### src/rtl/mem_guard_pkg.sv
package mem_guard_pkg;
    parameter int NUM_RULES = 20;
    parameter int NUM_PORTS = 10;
    parameter int BOUND_W   = 12;
    parameter int ID_W      = 12;
    parameter int ADDR_W    = 32;
    parameter int CFG_W     = 32;
    parameter int SEC_W     = 2;

    localparam int PORT_W     = $clog2(NUM_PORTS);
    localparam int RSEL_W     = $clog2(NUM_RULES);
    localparam int CMD_COMMIT = RSEL_W;
    localparam int CMD_LOAD   = RSEL_W + 1;
    localparam int VALID_BIT  = SEC_W;
    localparam int PMASK_LSB  = SEC_W + 1;
    localparam int RESULT_BIT = PMASK_LSB + NUM_PORTS;
    localparam int DATA_W     = RESULT_BIT + 1;

    localparam logic [2:0] SEL_CMD  = 3'd0;
    localparam logic [2:0] SEL_ADDR = 3'd1;
    localparam logic [2:0] SEL_ID   = 3'd2;
    localparam logic [2:0] SEL_DATA = 3'd3;
    localparam logic [2:0] SEL_DFLT = 3'd4;

    typedef struct packed {
        logic [BOUND_W-1:0]   addr_hi;
        logic [BOUND_W-1:0]   addr_lo;
        logic [ID_W-1:0]      id_hi;
        logic [ID_W-1:0]      id_lo;
        logic                 result;
        logic [NUM_PORTS-1:0] ports;
        logic                 valid;
        logic [SEC_W-1:0]     sec;
    } rule_t;

    function automatic rule_t stage_to_rule(
        input logic [2*BOUND_W-1:0] a,
        input logic [2*ID_W-1:0]    i,
        input logic [DATA_W-1:0]    d
    );
        rule_t r;
        r.addr_lo = a[BOUND_W-1:0];
        r.addr_hi = a[2*BOUND_W-1:BOUND_W];
        r.id_lo   = i[ID_W-1:0];
        r.id_hi   = i[2*ID_W-1:ID_W];
        r.sec     = d[SEC_W-1:0];
        r.valid   = d[VALID_BIT];
        r.ports   = d[PMASK_LSB +: NUM_PORTS];
        r.result  = d[RESULT_BIT];
        return r;
    endfunction

    function automatic logic [DATA_W-1:0] rule_to_data(input rule_t r);
        return {r.result, r.ports, r.valid, r.sec};
    endfunction
endpackage

### src/rtl/mem_guard_regs.sv
module mem_guard_regs
    import mem_guard_pkg::*;
(
    input  logic                        clk,
    input  logic                        rst_n,
    input  logic                        cfg_we,
    input  logic [2:0]                  cfg_sel,
    input  logic [CFG_W-1:0]            cfg_wdata,
    output logic [CFG_W-1:0]            cfg_rdata,
    output rule_t [NUM_RULES-1:0]       rules_o,
    output logic [NUM_PORTS-1:0]        dflt_o
);
    typedef struct packed {
        logic [RSEL_W-1:0]      rsel;
        logic [2*BOUND_W-1:0]   st_addr;
        logic [2*ID_W-1:0]      st_id;
        logic [DATA_W-1:0]      st_data;
        logic [NUM_PORTS-1:0]   dflt;
        rule_t [NUM_RULES-1:0]  rules;
    } regs_t;

    regs_t q, d;
    logic [RSEL_W-1:0] tgt;
    logic unused_wdata;

    assign unused_wdata = ^cfg_wdata[CFG_W-1:CMD_LOAD+1];
    assign tgt = cfg_wdata[RSEL_W-1:0];

    always_comb begin
        d = q;
        if (cfg_we) begin
            case (cfg_sel)
                SEL_CMD: begin
                    d.rsel = tgt;
                    for (int r = 0; r < NUM_RULES; r++) begin
                        if (tgt == RSEL_W'(r)) begin
                            if (cfg_wdata[CMD_COMMIT]) begin
                                d.rules[r] = stage_to_rule(q.st_addr, q.st_id, q.st_data);
                            end else if (cfg_wdata[CMD_LOAD]) begin
                                d.st_addr = {q.rules[r].addr_hi, q.rules[r].addr_lo};
                                d.st_id   = {q.rules[r].id_hi, q.rules[r].id_lo};
                                d.st_data = rule_to_data(q.rules[r]);
                            end
                        end
                    end
                end
                SEL_ADDR: d.st_addr = cfg_wdata[2*BOUND_W-1:0];
                SEL_ID:   d.st_id   = cfg_wdata[2*ID_W-1:0];
                SEL_DATA: d.st_data = cfg_wdata[DATA_W-1:0];
                SEL_DFLT: d.dflt    = cfg_wdata[NUM_PORTS-1:0];
                default:  ;
            endcase
        end
    end

    always_ff @(posedge clk or negedge rst_n) begin
        if (!rst_n) begin
            q <= '0;
        end else begin
            q <= d;
        end
    end

    always_comb begin
        cfg_rdata = '0;
        case (cfg_sel)
            SEL_CMD:  cfg_rdata[RSEL_W-1:0]    = q.rsel;
            SEL_ADDR: cfg_rdata[2*BOUND_W-1:0] = q.st_addr;
            SEL_ID:   cfg_rdata[2*ID_W-1:0]    = q.st_id;
            SEL_DATA: cfg_rdata[DATA_W-1:0]    = q.st_data;
            SEL_DFLT: cfg_rdata[NUM_PORTS-1:0] = q.dflt;
            default:  cfg_rdata = '0;
        endcase
    end

    assign rules_o = q.rules;
    assign dflt_o  = q.dflt;
endmodule

### src/rtl/mem_guard_rule_match.sv
module mem_guard_rule_match
    import mem_guard_pkg::*;
(
    input  rule_t              rule_i,
    input  logic [PORT_W-1:0]  port_i,
    input  logic [ID_W-1:0]    id_i,
    input  logic [BOUND_W-1:0] mib_i,
    input  logic               secure_i,
    output logic               hit_o
);
    logic addr_ok, id_ok, port_ok, sec_ok;

    always_comb begin
        addr_ok = (mib_i >= rule_i.addr_lo) && (mib_i <= rule_i.addr_hi);
        id_ok   = (id_i >= rule_i.id_lo) && (id_i <= rule_i.id_hi);
        sec_ok  = secure_i ? rule_i.sec[0] : rule_i.sec[1];
        port_ok = 1'b0;
        for (int p = 0; p < NUM_PORTS; p++) begin
            if (port_i == PORT_W'(p)) port_ok = rule_i.ports[p];
        end
        hit_o = rule_i.valid && addr_ok && id_ok && port_ok && sec_ok;
    end
endmodule

### src/rtl/mem_guard_decide.sv
module mem_guard_decide
    import mem_guard_pkg::*;
(
    input  logic                 clk,
    input  logic                 rst_n,
    input  logic                 txn_valid,
    input  logic [PORT_W-1:0]    txn_port,
    input  logic [NUM_RULES-1:0] hits,
    input  logic [NUM_RULES-1:0] results,
    input  logic [NUM_PORTS-1:0] dflt,
    output logic                 dec_valid,
    output logic                 dec_reject
);
    typedef struct packed {
        logic vld;
        logic rej;
    } dec_t;

    dec_t q, d;
    logic any_hit, hit_res, port_dflt;

    always_comb begin
        any_hit = 1'b0;
        hit_res = 1'b0;
        for (int i = NUM_RULES - 1; i >= 0; i--) begin
            if (hits[i]) begin
                any_hit = 1'b1;
                hit_res = results[i];
            end
        end
        port_dflt = 1'b1;
        for (int p = 0; p < NUM_PORTS; p++) begin
            if (txn_port == PORT_W'(p)) port_dflt = dflt[p];
        end
        d.vld = txn_valid;
        d.rej = txn_valid ? (any_hit ? hit_res : port_dflt) : q.rej;
    end

    always_ff @(posedge clk or negedge rst_n) begin
        if (!rst_n) begin
            q <= '0;
        end else begin
            q <= d;
        end
    end

    assign dec_valid  = q.vld;
    assign dec_reject = q.rej;
endmodule

### src/rtl/mem_guard.sv
module mem_guard
    import mem_guard_pkg::*;
(
    input  logic              clk,
    input  logic              rst_n,
    input  logic              cfg_we,
    input  logic [2:0]        cfg_sel,
    input  logic [31:0]       cfg_wdata,
    output logic [31:0]       cfg_rdata,
    input  logic              txn_valid,
    input  logic [3:0]        txn_port,
    input  logic [11:0]       txn_id,
    input  logic [31:0]       txn_addr,
    input  logic              txn_secure,
    output logic              dec_valid,
    output logic              dec_reject
);
    rule_t [NUM_RULES-1:0] rules;
    logic  [NUM_PORTS-1:0] dflt;
    logic  [NUM_RULES-1:0] hits;
    logic  [NUM_RULES-1:0] results;
    logic  [BOUND_W-1:0]   mib;
    logic                  unused_addr_lo;

    assign mib            = txn_addr[ADDR_W-1:ADDR_W-BOUND_W];
    assign unused_addr_lo = ^txn_addr[ADDR_W-BOUND_W-1:0];

    mem_guard_regs u_regs (
        .clk       (clk),
        .rst_n     (rst_n),
        .cfg_we    (cfg_we),
        .cfg_sel   (cfg_sel),
        .cfg_wdata (cfg_wdata),
        .cfg_rdata (cfg_rdata),
        .rules_o   (rules),
        .dflt_o    (dflt)
    );

    for (genvar g = 0; g < NUM_RULES; g++) begin : g_rule
        mem_guard_rule_match u_match (
            .rule_i   (rules[g]),
            .port_i   (txn_port),
            .id_i     (txn_id),
            .mib_i    (mib),
            .secure_i (txn_secure),
            .hit_o    (hits[g])
        );
        assign results[g] = rules[g].result;
    end

    mem_guard_decide u_decide (
        .clk        (clk),
        .rst_n      (rst_n),
        .txn_valid  (txn_valid),
        .txn_port   (txn_port),
        .hits       (hits),
        .results    (results),
        .dflt       (dflt),
        .dec_valid  (dec_valid),
        .dec_reject (dec_reject)
    );
endmodule

### config.mk
export PLATFORM = sky130hd
export DESIGN_NAME = mem_guard
export DESIGN_NICKNAME = d
export VERILOG_FILES = /design/src/rtl/mem_guard_pkg.sv /design/src/rtl/mem_guard_regs.sv /design/src/rtl/mem_guard_rule_match.sv /design/src/rtl/mem_guard_decide.sv /design/src/rtl/mem_guard.sv
export SDC_FILE = /design/constraint.sdc
export NUM_CORES = 2
export LEC_CHECK = 0
export ABC_AREA = 1
export BUFFER_PORTS_ARGS = -buffer_cell sky130_fd_sc_hd__buf_2
export CAP_MARGIN = 20
export CORE_ASPECT_RATIO = 1.2
export CORE_MARGIN = 2
export CORE_UTILIZATION = 55
export CTS_BUF_LIST = sky130_fd_sc_hd__clkbuf_8
export DETAILED_ROUTE_END_ITERATION = 6
export PLACE_DENSITY = 0.67
export SLEW_MARGIN = 20
export SYNTH_ARGS = -nofsm -noshare
export SYNTH_HDL_FRONTEND = slang
export SYNTH_SLANG_ARGS = --single-unit
### constraint.sdc
create_clock -name clk -period 3.46 [get_ports clk]
set_clock_uncertainty 0.05 [all_clocks]
set_input_delay 0.692 -clock clk [delete_from_list [all_inputs] [get_ports clk]]
set_output_delay 0.692 -clock clk [all_outputs]
set_load 0.05 [all_outputs]
==> reports/qor.csv <==
stage,metric,value,unit
min_path,Hold Crit Class,input port to flop,
cts,Clock Pin Slew Worst Setup and Hold Paths,0.07,ns
routing,drt first pass iters,7,
sta,Final setup viols,2,
power,sequential share of power,0.394,
status,violated checks,"DRC, setup timing",
layout,proportion of layout cells with a drive suffix above 1,0.143,
sta,RSZ-0062 raised after global routing,true,
power,Combinational Power Share,0.255,
job,max-cap violation count,0,
power,P_int,28.0,mW
yosys,Post-synth EDFFs,0,
worst_setup_path,r2r startpoint,u_regs.rules_o[776],
floorplanning,core area,156000,µm²
routing,Avg WL per Cell,26.5,µm
yosys,synth top area cells,"dfrtp_1 (38%), ha_1 (14%), nand2_1 (11%)",
placed_design,"Cell Area, Placed",96800,µm²
yosys,"Distinct cells, synth",64,
yosys,top_reg_cell synth,dfrtp_1,
sta,Final WS setup,-0.0312,ns
placed_design,pre-CTS setup slack,-1.15,ns
cts,CTS max path bufs,3,
yosys,Netlist Area Pre-Place,86100,µm²
worst_setup_path,Critical Path Start Type,flop,
worst_setup_path,CP Capture Type,flop,
yosys,post-synthesis sequential area ratio,0.383,
layout,P&R area growth vs syn,18.8,%
floorplanning,initial cell density of the core,0.552,
sta,Slew HR,0.316,
placed_design,Detail Placement HPWL,280,mm
yosys,Ys Warns,0,
global_route,largest net degree at the start of global routing,107,
layout,final instance area,102000,µm²
worst_setup_path,Reg2Reg Setup Slack,-0.03,ns
min_path,Min-Delay Endpoint,u_regs.dflt_o[4],
worst_setup_path,capture point of the worst reg-to-reg path,u_decide.dec_reject,
yosys,Synth area leader,dfrtp_1,
floorplanning,die width,365,µm
worst_setup_path,largest fanout on the critical path,3,
sta,final hold vios,0,
floorplanning,Chip Height,437,µm
worst_setup_path,CP required,4.37,ns
floorplanning,FP Rows,159,
status,run status,"finished, violations left",
power,sw frac,0.359,
global_route,gr usage total,0.470,
layout,layout net count,13000,
global_route,grt total ovfl,0,
cts,TritonCTS Sinks,1319,
cts,CTS Buf Count,222,
power,maximum VDD drop,0.000449,V
min_path,hold path depth,4,
floorplanning,io pins,122,
cts,CTS tree,built,
yosys,area share of the largest cell type after synthesis,0.383,
routing,Vias/cell,6.12,
yosys,Yosys reg bits,1319,
sta,ratio of final minimum period to clock period,1.01,
global_route,antenna violations before repair,36,
placed_design,GPL Wtd Cong,1.06,
cts,H-tree depth,4,
yosys,"FFs w/ async S/R, synth",1.00,
sta,Final min period,3.49,ns
cts,Clock Latency Late Sink,1.06,ns
global_route,vias in the first global route,84700,
power,clock share of power,0.350,
routing,drt first-iter violations,10700,
yosys,mean post-synth cell area,7.67,µm²
floorplanning,Total Die Area,160000,µm²
min_path,HP Start,cfg_wdata[4],
worst_setup_path,reg2reg path depth,22,
sta,Peak Freq,286,MHz
sta,Final Max Slew Viols,0,
worst_setup_path,WP data arrival,4.40,ns
placed_design,port bufs,85,
yosys,Post-synth top cells,"nand2_1 (2544), o21ai_0 (1875), inv_1 (1479), dfrtp_1 (1319), ha_1 (960)",
layout,Fillers,13700,
sta,pin slew with the least headroom to its limit,1.03,ns
global_route,first-pass GRT wire length,551,mm
routing,ANT nets after route,0,
routing,WL final,378,mm
cts,Root Buffer,clkbuf_8,
power,P_leak,48.7,nW
worst_setup_path,Crit Path Class,flop to flop,
power,NetSw,15.7,mW
yosys,Syn Inst Count,11200,
routing,routed vias,87300,
power,PD cells,427,nW/µm²
routing,Post-route DRC,2,
yosys,top-count cell post-synth,nand2_1,
[power groups by stage]
stage	Sequential, mW	Combinational, mW	Clock (mW)
6_report	17.2	11.1	15.3
5_1_grt	17.3	11.9	16.0
4_1_cts	17.1	10.7	15.4
3_5_place_dp	17.4	10.6	0
3_3_place_gp	17.4	10.4	0
2_1_floorplan	17.1	5.32	0
[sequential cells by signal, indices dropped and copies added (netlist names)]
register             flops
u_regs.dflt_o           10
u_decide.dec_valid       1
u_decide.dec_reject      1
u_regs.q                67
u_regs.rules_o        1240
[stage by stage]
step                power [mW]  utilization  std cells  setup TNS (ns)  hold slack (ns)
detailed placement        28.0        0.621      13800          -37.08            0.422
floorplan                 22.4            -      11200         -0.0198            0.346
global placement          27.8        0.621      13800          -34.85            0.416
finish                    43.6        0.656      14300         -0.0346           0.0829
global route              45.1        0.656      14200          -0.146           0.0485
CTS                       43.2        0.652      14200               0           0.0179
[critical path, stage by stage, from the launching register on]
cell	delay [ns]
dfrtp_1	0.37
inv_1	0.07
ha_1	0.29
nand2_1	0.06
o21ai_2	0.20
nand4_1	0.16
o2111ai_2	0.13
o41ai_4	0.15
buf_4	0.17
nand3_1	0.07
buf_4	0.14
a21oi_2	0.04
buf_4	0.16
nand3_4	0.06
buf_4	0.10
o21ai_0	0.10
nor3b_2	0.18
nand4_1	0.22
nor3_2	0.32
o211ai_1	0.14
nand2_1	0.08
inv_1	0.05
a21oi_2	0.12
[layout make-up]
| class | count | area (µm²) | share of cell area |
|---|---|---|---|
| clock buffer | 280 | 3850 | 0.0377 |
| sequential | 1319 | 33000 | 0.323 |
| timing repair buffer | 1172 | 10500 | 0.103 |
| clock inverter | 124 | 895 | 0.00875 |
| multi-input combinational | 7745 | 45600 | 0.446 |
| tap | 2093 | 2620 | 0.0256 |
| antenna | 20 | 50.0 | 0.000489 |
| inverter | 1504 | 5680 | 0.0555 |
[placed cells by master, fill, tap and decap left out, types with 195 or more instances in the layout]
master    instances
clkbuf_8        280
buf_4           948
nand3_1         219
ha_1            953
a21oi_1         801
nor2_1          303
dfrtp_1        1315
nand2_1        2509
inv_1          1532
o211ai_1        195
o21ai_0        1855
[worst max-delay path by stage]
stage / startpoint / to / slack, ns
final: u_regs.rules_o[776] / u_decide.dec_reject / -0.03
after global routing: u_regs.rules_o[286] / u_decide.dec_reject / -0.15
after CTS: u_regs.rules_o[122] / u_decide.dec_reject / 0.0004
after detailed placement: txn_id[0] / u_decide.dec_reject / -1.15
after global placement: txn_addr[31] / u_decide.dec_reject / -1.16
after floorplan: txn_addr[20] / u_decide.dec_reject / -0.02
[logic make-up (layout without fill, tap and decap cells)]
family,after synthesis,in the layout,share of synthesized area
buf+inv,2174,3080,0.0965
simple gates,3324,3324,0.156
compound gates,3445,3445,0.224
flops,1319,1319,0.383
fa+ha+maj,960,960,0.139
mux,8,8,0.000959
other cells,1,28,0.0000436
[timing repair]
item / in CTS / in global routing
hold buffers: 6 / 0
resized for setup: 44 / 97
buffers inserted: 2 / 9
pin swaps: 11 / 37
setup endpoints to repair: 7 / 7
endpoints found under the hold margin: 149 / 0
cloned: 0 / 0
[layer usage]
metal	track usage	part of all wire	vias to the layer above
li1	-	-	39100
met1	0.590	0.37	41600
met2	0.690	0.42	5199
met3	0.123	0.11	1433
met4	0.362	0.093	28
met5	0	0.00046	-
(Power assumes the default switching activity.)
